File: config.mk
export PLATFORM = sky130hd
export DESIGN_NAME = stride_prefetcher
export DESIGN_NICKNAME = d
export VERILOG_FILES = /design/src/rtl/stride_pf_pkg.sv /design/src/rtl/pfq_fifo.sv /design/src/rtl/stride_tracker.sv /design/src/rtl/stride_prefetcher.sv
export SDC_FILE = /design/constraint.sdc
export NUM_CORES = 2
export LEC_CHECK = 0
export ABC_AREA = 0
export BUFFER_PORTS_ARGS = -buffer_cell sky130_fd_sc_hd__buf_2
export CAP_MARGIN = 15
export CORE_MARGIN = 2
export CORE_UTILIZATION = 45
export CTS_CLUSTER_SIZE = 8
export DETAILED_ROUTE_END_ITERATION = 10
export SLEW_MARGIN = 10
export SYNTH_ARGS = -nofsm -noshare
export SYNTH_HDL_FRONTEND = slang
export SYNTH_SLANG_ARGS = --single-unit
File: constraint.sdc
create_clock -name clk -period 22.7 [get_ports clk]
set_clock_uncertainty 0.15 [all_clocks]
set_input_delay 2.27 -clock clk [delete_from_list [all_inputs] [get_ports clk]]
set_output_delay 2.27 -clock clk [all_outputs]
set_load 0.02 [all_outputs]
File: src/rtl/stride_pf_pkg.sv
`timescale 1ns/1ps
package stride_pf_pkg;
    parameter int ADDR_W      = 32;
    parameter int LINE_SH     = 6;    // 64-byte lines
    parameter int PAGE_SH     = 12;   // 4 KB pages
    parameter int NSTREAM     = 8;
    parameter int MAX_AHEAD   = 12;
    parameter int ALLOC_BYTES = 256;
    parameter int QDEPTH      = 4;

    localparam int LINE_W  = ADDR_W - LINE_SH;
    localparam int PAGE_W  = ADDR_W - PAGE_SH;
    localparam int LIP_W   = PAGE_SH - LINE_SH;
    localparam int AHEAD_W = $clog2(MAX_AHEAD + 1);
    localparam int AGE_W   = $clog2(NSTREAM);
    localparam int WIN_LN  = ALLOC_BYTES >> LINE_SH;

    typedef logic [LINE_W-1:0] line_t;
    typedef logic [PAGE_W-1:0] page_t;

    typedef struct packed {
        logic               vld;
        logic               conf;
        page_t              page;
        line_t              last;
        line_t              stride;
        line_t              pf;
        logic [AHEAD_W-1:0] ahead;
        logic [AGE_W-1:0]   age;
    } stream_t;
endpackage

File: src/rtl/pfq_fifo.sv
`timescale 1ns/1ps
module pfq_fifo #(
    parameter int DEPTH = 4,
    parameter int W     = 26
) (
    input  logic         clk,
    input  logic         rst_n,
    input  logic         push,
    input  logic [W-1:0] push_data,
    input  logic         pop_ready,
    output logic         out_valid,
    output logic [W-1:0] out_data
);
    localparam int PTR_W = (DEPTH > 1) ? $clog2(DEPTH) : 1;
    localparam int CNT_W = $clog2(DEPTH + 1);

    typedef struct packed {
        logic [DEPTH-1:0][W-1:0] mem;
        logic [PTR_W-1:0]        rd;
        logic [PTR_W-1:0]        wr;
        logic [CNT_W-1:0]        cnt;
    } fifo_t;

    fifo_t q_q, q_d;
    logic  pop;
    logic  full;

    always_comb begin
        q_d  = q_q;
        full = (q_q.cnt == CNT_W'(DEPTH));
        pop  = (q_q.cnt != '0) && pop_ready;
        if (pop) begin
            q_d.rd  = q_q.rd + 1'b1;
            q_d.cnt = q_q.cnt - 1'b1;
        end
        if (push) begin
            q_d.mem[q_q.wr] = push_data;
            q_d.wr          = q_q.wr + 1'b1;
            if (full && !pop) begin
                q_d.rd = q_q.rd + 1'b1;   // discard oldest
            end else begin
                q_d.cnt = q_d.cnt + 1'b1;
            end
        end
    end

    always_ff @(posedge clk) begin
        if (!rst_n) q_q <= '0;
        else        q_q <= q_d;
    end

    assign out_valid = (q_q.cnt != '0);
    assign out_data  = q_q.mem[q_q.rd];
endmodule

File: src/rtl/stride_tracker.sv
`timescale 1ns/1ps
module stride_tracker
    import stride_pf_pkg::*;
(
    input  logic  clk,
    input  logic  rst_n,
    input  logic  en,
    input  logic  miss_valid,
    input  line_t miss_line,
    output logic  gen_valid,
    output line_t gen_line
);
    localparam int SEL_W = (NSTREAM > 1) ? $clog2(NSTREAM) : 1;
    localparam logic signed [LINE_W-1:0] WIN_S = LINE_W'(WIN_LN);

    typedef struct packed {
        stream_t [NSTREAM-1:0] tbl;
        logic                  prev_vld;
        line_t                 prev;
    } trk_t;

    trk_t q_q, q_d;

    page_t                    mpage;
    logic                     hit, have_free, touch, found;
    logic [SEL_W-1:0]         hidx, vidx, tidx;
    logic [AGE_W-1:0]         tage;
    line_t                    delta, dl;
    logic signed [LINE_W-1:0] sdelta;
    logic                     close;

    always_comb begin
        q_d       = q_q;
        gen_valid = 1'b0;
        gen_line  = '0;
        mpage     = miss_line[LINE_W-1:LIP_W];
        hit       = 1'b0;
        hidx      = '0;
        have_free = 1'b0;
        vidx      = '0;
        touch     = 1'b0;
        tidx      = '0;
        tage      = '0;
        found     = 1'b0;
        dl        = '0;

        for (int e = 0; e < NSTREAM; e++) begin
            if (!hit && q_q.tbl[e].vld && q_q.tbl[e].page == mpage) begin
                hit  = 1'b1;
                hidx = SEL_W'(e);
            end
        end
        for (int e = 0; e < NSTREAM; e++) begin
            if (!have_free && !q_q.tbl[e].vld) begin
                have_free = 1'b1;
                vidx      = SEL_W'(e);
            end
        end
        if (!have_free) begin
            for (int e = 0; e < NSTREAM; e++) begin
                if (q_q.tbl[e].age == AGE_W'(NSTREAM - 1)) vidx = SEL_W'(e);
            end
        end

        delta  = miss_line - q_q.prev;
        sdelta = $signed(delta);
        close  = q_q.prev_vld && (q_q.prev[LINE_W-1:LIP_W] == mpage) &&
                 (sdelta < WIN_S) && (sdelta > -WIN_S);

        if (en && miss_valid) begin
            q_d.prev     = miss_line;
            q_d.prev_vld = 1'b1;
            if (hit) begin
                dl = miss_line - q_q.tbl[hidx].last;
                if (q_q.tbl[hidx].stride != '0 && dl == q_q.tbl[hidx].stride) begin
                    if (!q_q.tbl[hidx].conf) begin
                        q_d.tbl[hidx].conf  = 1'b1;
                        q_d.tbl[hidx].pf    = miss_line + q_q.tbl[hidx].stride;
                        q_d.tbl[hidx].ahead = '0;
                    end else if (q_q.tbl[hidx].ahead != '0) begin
                        q_d.tbl[hidx].ahead = q_q.tbl[hidx].ahead - 1'b1;
                    end else begin
                        q_d.tbl[hidx].pf    = miss_line + q_q.tbl[hidx].stride;
                    end
                end else begin
                    q_d.tbl[hidx].stride = dl;
                    q_d.tbl[hidx].conf   = 1'b0;
                    q_d.tbl[hidx].ahead  = '0;
                end
                q_d.tbl[hidx].last = miss_line;
                touch = 1'b1;
                tidx  = hidx;
            end else if (close) begin
                q_d.tbl[vidx].vld    = 1'b1;
                q_d.tbl[vidx].conf   = 1'b0;
                q_d.tbl[vidx].page   = mpage;
                q_d.tbl[vidx].last   = miss_line;
                q_d.tbl[vidx].stride = delta;
                q_d.tbl[vidx].pf     = '0;
                q_d.tbl[vidx].ahead  = '0;
                touch = 1'b1;
                tidx  = vidx;
            end
        end else if (en) begin
            for (int e = 0; e < NSTREAM; e++) begin
                if (!found && q_q.tbl[e].vld && q_q.tbl[e].conf &&
                    q_q.tbl[e].ahead < AHEAD_W'(MAX_AHEAD) &&
                    q_q.tbl[e].pf[LINE_W-1:LIP_W] == q_q.tbl[e].page) begin
                    found          = 1'b1;
                    gen_valid      = 1'b1;
                    gen_line       = q_q.tbl[e].pf;
                    q_d.tbl[e].pf    = q_q.tbl[e].pf + q_q.tbl[e].stride;
                    q_d.tbl[e].ahead = q_q.tbl[e].ahead + 1'b1;
                end
            end
        end

        if (touch) begin
            tage = q_q.tbl[tidx].vld ? q_q.tbl[tidx].age : AGE_W'(NSTREAM - 1);
            for (int e = 0; e < NSTREAM; e++) begin
                if (SEL_W'(e) == tidx)
                    q_d.tbl[e].age = '0;
                else if (q_q.tbl[e].vld && q_q.tbl[e].age < tage)
                    q_d.tbl[e].age = q_q.tbl[e].age + 1'b1;
            end
        end
    end

    always_ff @(posedge clk) begin
        if (!rst_n) q_q <= '0;
        else        q_q <= q_d;
    end
endmodule

File: src/rtl/stride_prefetcher.sv
`timescale 1ns/1ps
module stride_prefetcher
    import stride_pf_pkg::*;
(
    input  logic              clk,
    input  logic              rst_n,
    input  logic              obl_mode,
    input  logic              miss_valid,
    input  logic [ADDR_W-1:0] miss_addr,
    output logic              pf_valid,
    input  logic              pf_ready,
    output logic [ADDR_W-1:0] pf_addr
);
    line_t miss_line, gen_line, push_line, out_line;
    logic  gen_valid, page_end, fifo_push;
    logic  unused_offset;

    assign miss_line     = miss_addr[ADDR_W-1:LINE_SH];
    assign unused_offset = ^miss_addr[LINE_SH-1:0];
    assign page_end      = (miss_line[LIP_W-1:0] == '1);

    stride_tracker u_trk (
        .clk        (clk),
        .rst_n      (rst_n),
        .en         (!obl_mode),
        .miss_valid (miss_valid),
        .miss_line  (miss_line),
        .gen_valid  (gen_valid),
        .gen_line   (gen_line)
    );

    always_comb begin
        if (obl_mode) begin
            fifo_push = miss_valid && !page_end;
            push_line = miss_line + 1'b1;
        end else begin
            fifo_push = gen_valid;
            push_line = gen_line;
        end
    end

    pfq_fifo #(.DEPTH(QDEPTH), .W(LINE_W)) u_q (
        .clk       (clk),
        .rst_n     (rst_n),
        .push      (fifo_push),
        .push_data (push_line),
        .pop_ready (pf_ready),
        .out_valid (pf_valid),
        .out_data  (out_line)
    );

    assign pf_addr = {out_line, {LINE_SH{1'b0}}};
endmodule

After elaboration in Yosys (flattened, before gate mapping):

Cells that the tools add are included.

* register bits: 994
* input port bits: 37
* output and inout port bits: 33

* $add $sub $neg: 33
* magnitude comparators: 26
* equality and inequality tests: 37
* muxes and demuxes: 203
* reduce and logical (&&, ||, !) cells: 124

Operators by type and width (number)
* 856-bit bitwise mux: 16
* 856-bit 2-to-1 mux: 7
* 107-bit demux with 3-bit select: 12
* 30-bit 2-to-1 mux: 25
* 107-bit binary-select mux with 3-bit select: 2
* 77-bit 2-to-1 mux: 7
* 20-bit == test: 17
* 106-bit 2-to-1 mux: 3
* 26-bit 2-to-1 mux: 12
* 26-bit adder: 9
* 107-bit 2-to-1 mux: 2
* 85-bit 2-to-1 mux: 2
* 3-bit 2-to-1 mux: 49
* 59-bit 2-to-1 mux: 2
* 105-bit 2-to-1 mux: 1
* 104-bit bitwise mux: 1
* 1-bit logical AND: 72
* 33-bit 2-to-1 mux: 2
* 26-bit binary-select mux with 2-bit select: 1
* 26-bit demux with 2-bit select: 1
* 26-bit subtractor: 2
* 1-bit 2-to-1 mux: 51
* 4-bit by 1-bit adder with 4-bit output, second input constant: 8
* 4-bit less-than comparator, second input constant: 8
* other kinds (30): 111

Logic depth before layout (Yosys ltp):

* word-level depth: 63
* depth in mapped cells: 37

Modules after synthesis:

Synthesis repeated with hierarchy kept, for this count alone.

* cells, all modules: 8672
* area total of the unflattened synthesis: 64775.9 sq um

Modules (own cells, without submodules)
* stride_tracker: instances 1, cells each 7984, area each 59253.1 sq um
* pfq_fifo: instances 1, cells each 545, area each 4682.0 sq um
* stride_prefetcher: instances 1, cells each 143, area each 840.8 sq um

Worst setup path before layout:

OpenSTA, ideal clock, no wires.

* path type: input to register
* start point: in miss_addr[14]
* end point: reg u_trk.q_q[779] in the netlist's numbering
* arrival time: 9.609 ns
* required time: 22.490 ns
* setup slack: 12.881 ns
* cell stages on the path: 34
* path through: buf_4 xor2_1 nor4_1 nand4_1 or4_1 buf_2 nand2_4 buf_2 nor2_1 clkbuf_1 a222oi_1 nand2_1 a21oi_1 o21a_1 inv_1 fa_1 nor2b_1 o21ai_0 a21boi_0 nor2_1 o221ai_1 o22ai_1 xnor2_1 xnor2_1 or4_1 nand4b_1 nand4bb_1 and4bb_1 or4b_1 buf_2 or3_4 o31a_1 o21ai_1 o311a_1

* word-level cells in the longest chain between the ends: 44
* elaborated cells on any way between the ends: 87

Ends and longest elaborated chain
* from (decl): line stride_prefetcher.sv:9 `input logic [ADDR_W-1:0] miss_addr,`
* branches (longest 44 deep; another with 20-bit == test)
* to (signal assigned): line stride_tracker.sv:131 `else q_q <= q_d;`
* to (decl): line stride_tracker.sv:22 `trk_t q_q, q_d;`

Parallel ways; which one is timed is not known. The select of a mux whose other input is x is not followed.
A chain may end at the register's enable or synchronous reset.

Worst setup path after layout:

* start point: in miss_addr[20]
* end point: reg u_trk.q_q[364] in the netlist's numbering

* word-level cells in the longest chain between the ends: 44
* elaborated cells on any way between the ends: 87

Ends and longest elaborated chain
* branches (longest 44 deep; another with 20-bit == test)

Parallel ways; which one is timed is not known. The select of a mux whose other input is x is not followed.

==> tab_implementation.tex <==
\begin{tabular}{lr}
\hline
Metric & Value \\
\hline
\multicolumn{2}{l}{\textbf{Status}} \\
\quad Result of the run & complete, no violations \\
\multicolumn{2}{l}{\textbf{Timing}} \\
\quad Setup repair after global routing missed its margin & false \\
\quad Time the worst path needs with I/O delays and setup & 13560 ps \\
\quad Highest clock rate & 73.8 MHz \\
\quad Tcrit/Tclk final & 59.7\% \\
\quad Total of endpoints with negative setup slack in the final report & 0 \\
\quad Smallest setup slack after layout & 9140 ps \\
\quad Worst slew slack as a fraction of its limit & 9.11\% \\
\quad Hold WS & 298 ps \\
\quad Final-report max-slew violation count & 0 \\
\quad Final total negative setup slack & 0 ps \\
\quad Least-Margin Pin Slew & 1360 ps \\
\quad Final Hold Fails & 0 \\
\multicolumn{2}{l}{\textbf{Global route}} \\
\quad Overall track demand over capacity in global routing & 44.5\% \\
\quad Initial antenna violation count & 27 \\
\quad Pin count of the biggest net entering global routing & 200 \\
\quad Vias in the first global route & 60205 \\
\quad Final global-route overflow total & 0 \\
\quad Global-route wire length before repair & 453000 um \\
\multicolumn{2}{l}{\textbf{Clock tree}} \\
\quad \# hold bufs at CTS & 0 \\
\quad Clock slew at reported path FFs & 50 ps \\
\quad Clk Latency, worst-skew pair & 800 ps \\
\quad Number of sinks on the clock net & 994 \\
\quad CTS Buf Count & 144 \\
\quad Clk Tree Root Cell & clkbuf\_16 \\
\quad Post-CTS sizing & 0 \\
\quad Clock Tree Buf Depth & 3 \\
\quad Postcts setup bufs & 0 \\
\quad H-tree Lvls & 4 \\
\quad TritonCTS clock tree & done \\
\multicolumn{2}{l}{\textbf{Yosys}} \\
\quad Cell Area, Synth & 62500 um\^{}2 \\
\quad Synth unique cells & 112 \\
\quad Proportion of register bits with asynchronous set or reset after synthesis & 0\% \\
\quad Post-synthesis sequential element count & 994 \\
\quad Mean cell area of the mapped netlist & 7.42 um\^{}2 \\
\quad Most common flop cell mapped by yosys & dfxtp\_1 \\
\quad Number of synthesized flops with an enable pin & 0 \\
\quad Proportion of synthesized chip area in sequential cells & 31.8\% \\
\quad Mapped Cells & 8429 \\
\quad Yosys warning count & 0 \\
\multicolumn{2}{l}{\textbf{Place}} \\
\quad Placed standard-cell area & 65200 um\^{}2 \\
\quad \# port buffers & 57 \\
\quad DP HPWL & 241000 um \\
\quad Gp weighted congestion & 1.08 \\
\quad Placement-stage worst setup slack & 9140 ps \\
\multicolumn{2}{l}{\textbf{Critical path}} \\
\quad CP arrival & 14080 ps \\
\quad Category of the critical setup timing path & input port to register \\
\quad Most prevalent standard cell on the critical path & buf\_4 \\
\quad Critical path's top delay family & simple AND/OR/NAND/NOR gates \\
\quad Critical path startpoint category & input port \\
\quad Endpoint kind of the worst setup timing path & register \\
\quad Maximum single-stage delay on the critical path & 1140 ps \\
\quad Slowest CP cell & nand3\_1 \\
\quad Crit path buffers/inverters & 6 \\
\quad Maximum fanout along the worst path & 27 \\
\quad Data required, critical path & 23230 ps \\
\multicolumn{2}{l}{\textbf{Floorplan}} \\
\quad Initial Util & 45.4\% \\
\quad Number of placement rows & 136 \\
\quad Die span in y & 377 um \\
\quad Count of pins on the block boundary & 70 \\
\quad Width of the chip & 377 um \\
\quad Total die area & 142000 um\^{}2 \\
\quad Core outline area & 138000 um\^{}2 \\
\multicolumn{2}{l}{\textbf{Power}} \\
\quad Power density normalized to cell area & 61.2 nW/um\^{}2 \\
\quad Worst voltage drop across the vdd grid & 0.0580 mV \\
\quad Leak & 26.8 nW \\
\multicolumn{2}{l}{\textbf{Drt}} \\
\quad Wire length after detailed routing & 328000 um \\
\quad Final ANT Viol Nets & 0 \\
\quad Total vias in the final route & 67330 \\
\quad Wirelength per Cell & 32.2 um \\
\quad Drt drc & 0 \\
\quad TritonRoute pass-1 iters & 9 \\
\quad Vias per inst & 6.62 \\
\quad Initial detailed-routing violation count & 9369 \\
\multicolumn{2}{l}{\textbf{Final layout}} \\
\quad Core occupancy in the finished layout & 50.4\% \\
\quad Post-route cell area & 69300 um\^{}2 \\
\quad Growth of design area from synthesis to finish & 10.9\% \\
\quad Most common cell after layout, fill and taps aside & nand2\_1 \\
\quad Most frequent cells in the layout & nand2\_1, dfxtp\_1, a21oi\_1 \\
\quad Share of post-route cells with drive strength above 1 & 7.81\% \\
\quad Number of nets in the final layout & 8703 \\
\multicolumn{2}{l}{\textbf{Hold path}} \\
\quad Hold crit path type & register to register \\
\multicolumn{2}{l}{\textbf{Run}} \\
\quad Max Cap Violations & 0 \\
\hline
\end{tabular}
## worst register-to-register path, delay by kind of cell (launching register included)
family | cells | cell delay (ps)
DFF | 1 | 440
AOI/OAI and AO/OA | 9 | 3590
xor gates and xnor gates | 3 | 700
and+or+nand+nor | 12 | 5010
buffers and inverters | 4 | 1250
adders and majority gates | 1 | 280
## cell families (layout without fill, tap and decap cells)
family,count (synthesis),in the layout,synth area share (%)
DFF,994,994,31.8
AOI/OAI and AO/OA,2409,2409,23.4
other,1,18,0.00600
xor gates and xnor gates,597,597,8.36
and+or+nand+nor,3326,3326,23.7
buffers and inverters,713,637,4.49
adders and majority gates,336,336,6.86
muxes,53,53,1.39
## final cells by class
cell class / instances / area (um^2)
clock inverter: 15 / 325
inverter: 166 / 631
timing repair buffer: 297 / 2150
sequential: 994 / 19900
fill: 13629 / 68300
clock buffer: 159 / 3710
antenna: 12 / 30.0
tap: 1794 / 2240
multi-input combinational: 6727 / 40400
## report_power, final
group	switching, mW	total (mW)	internal, mW
clock network	0.884	2.04	1.16
logic	0.293	0.412	0.119
registers	0.0278	1.79	1.76
total	1.20	4.24	3.04
## per-stage QoR
stage | power (mW) | std cells
3_5_place_dp | 2.22 | 9975
3_3_place_gp | 2.22 | 9975
5_1_grt | 4.34 | 10152
4_1_cts | 4.24 | 10149
6_report | 4.24 | 10164
2_1_floorplan | 2.05 | 8434
## final timing paths
check                                endpoint  slack, ps  cells after the start                   startpoint
hold reg to reg   u_trk.q_q[524]$_SDFFE_PN0P_        300                      2  u_trk.q_q[524]$_SDFFE_PN0P_
setup / recovery  u_trk.q_q[364]$_SDFFE_PN0P_       9140                     32                miss_addr[20]
setup reg to reg  u_trk.q_q[364]$_SDFFE_PN0P_      11170                     29  u_trk.q_q[229]$_SDFFE_PN0P_
hold / removal    u_trk.q_q[524]$_SDFFE_PN0P_        300                      2  u_trk.q_q[524]$_SDFFE_PN0P_
## synthesized netlist by cell type (all sizes together), types with 113 or more instances
cell | instances | area [um^2]
clkbuf | 454 | 1710
a21oi | 877 | 4410
ha | 325 | 4070
a31oi | 150 | 945
nor2 | 733 | 2760
xnor2 | 344 | 3010
o21ai | 640 | 3210
nor3 | 279 | 1430
nand3 | 262 | 1310
dfxtp | 994 | 19900
xor2 | 253 | 2220
a22oi | 113 | 853
inv | 164 | 616
nand2 | 1535 | 5780
## state kept, by name, summed over array words and instances, names as in the netlist
register and flops:
u_q.q_q 111, u_trk.q_q 883
## per-layer routing
metal / share of wire [%] / vias up / routed length [um] / track usage, %
met1: 40 / 32353 / 131000 / 58.5
li1: - / 29632 / - / -
met3: 13 / 994 / 41900 / 15.1
met5: 0.16 / - / 522 / 1.20
met4: 7.1 / 18 / 23300 / 27.1
met2: 40 / 4333 / 130000 / 62.1
(Power assumes the default switching activity.)
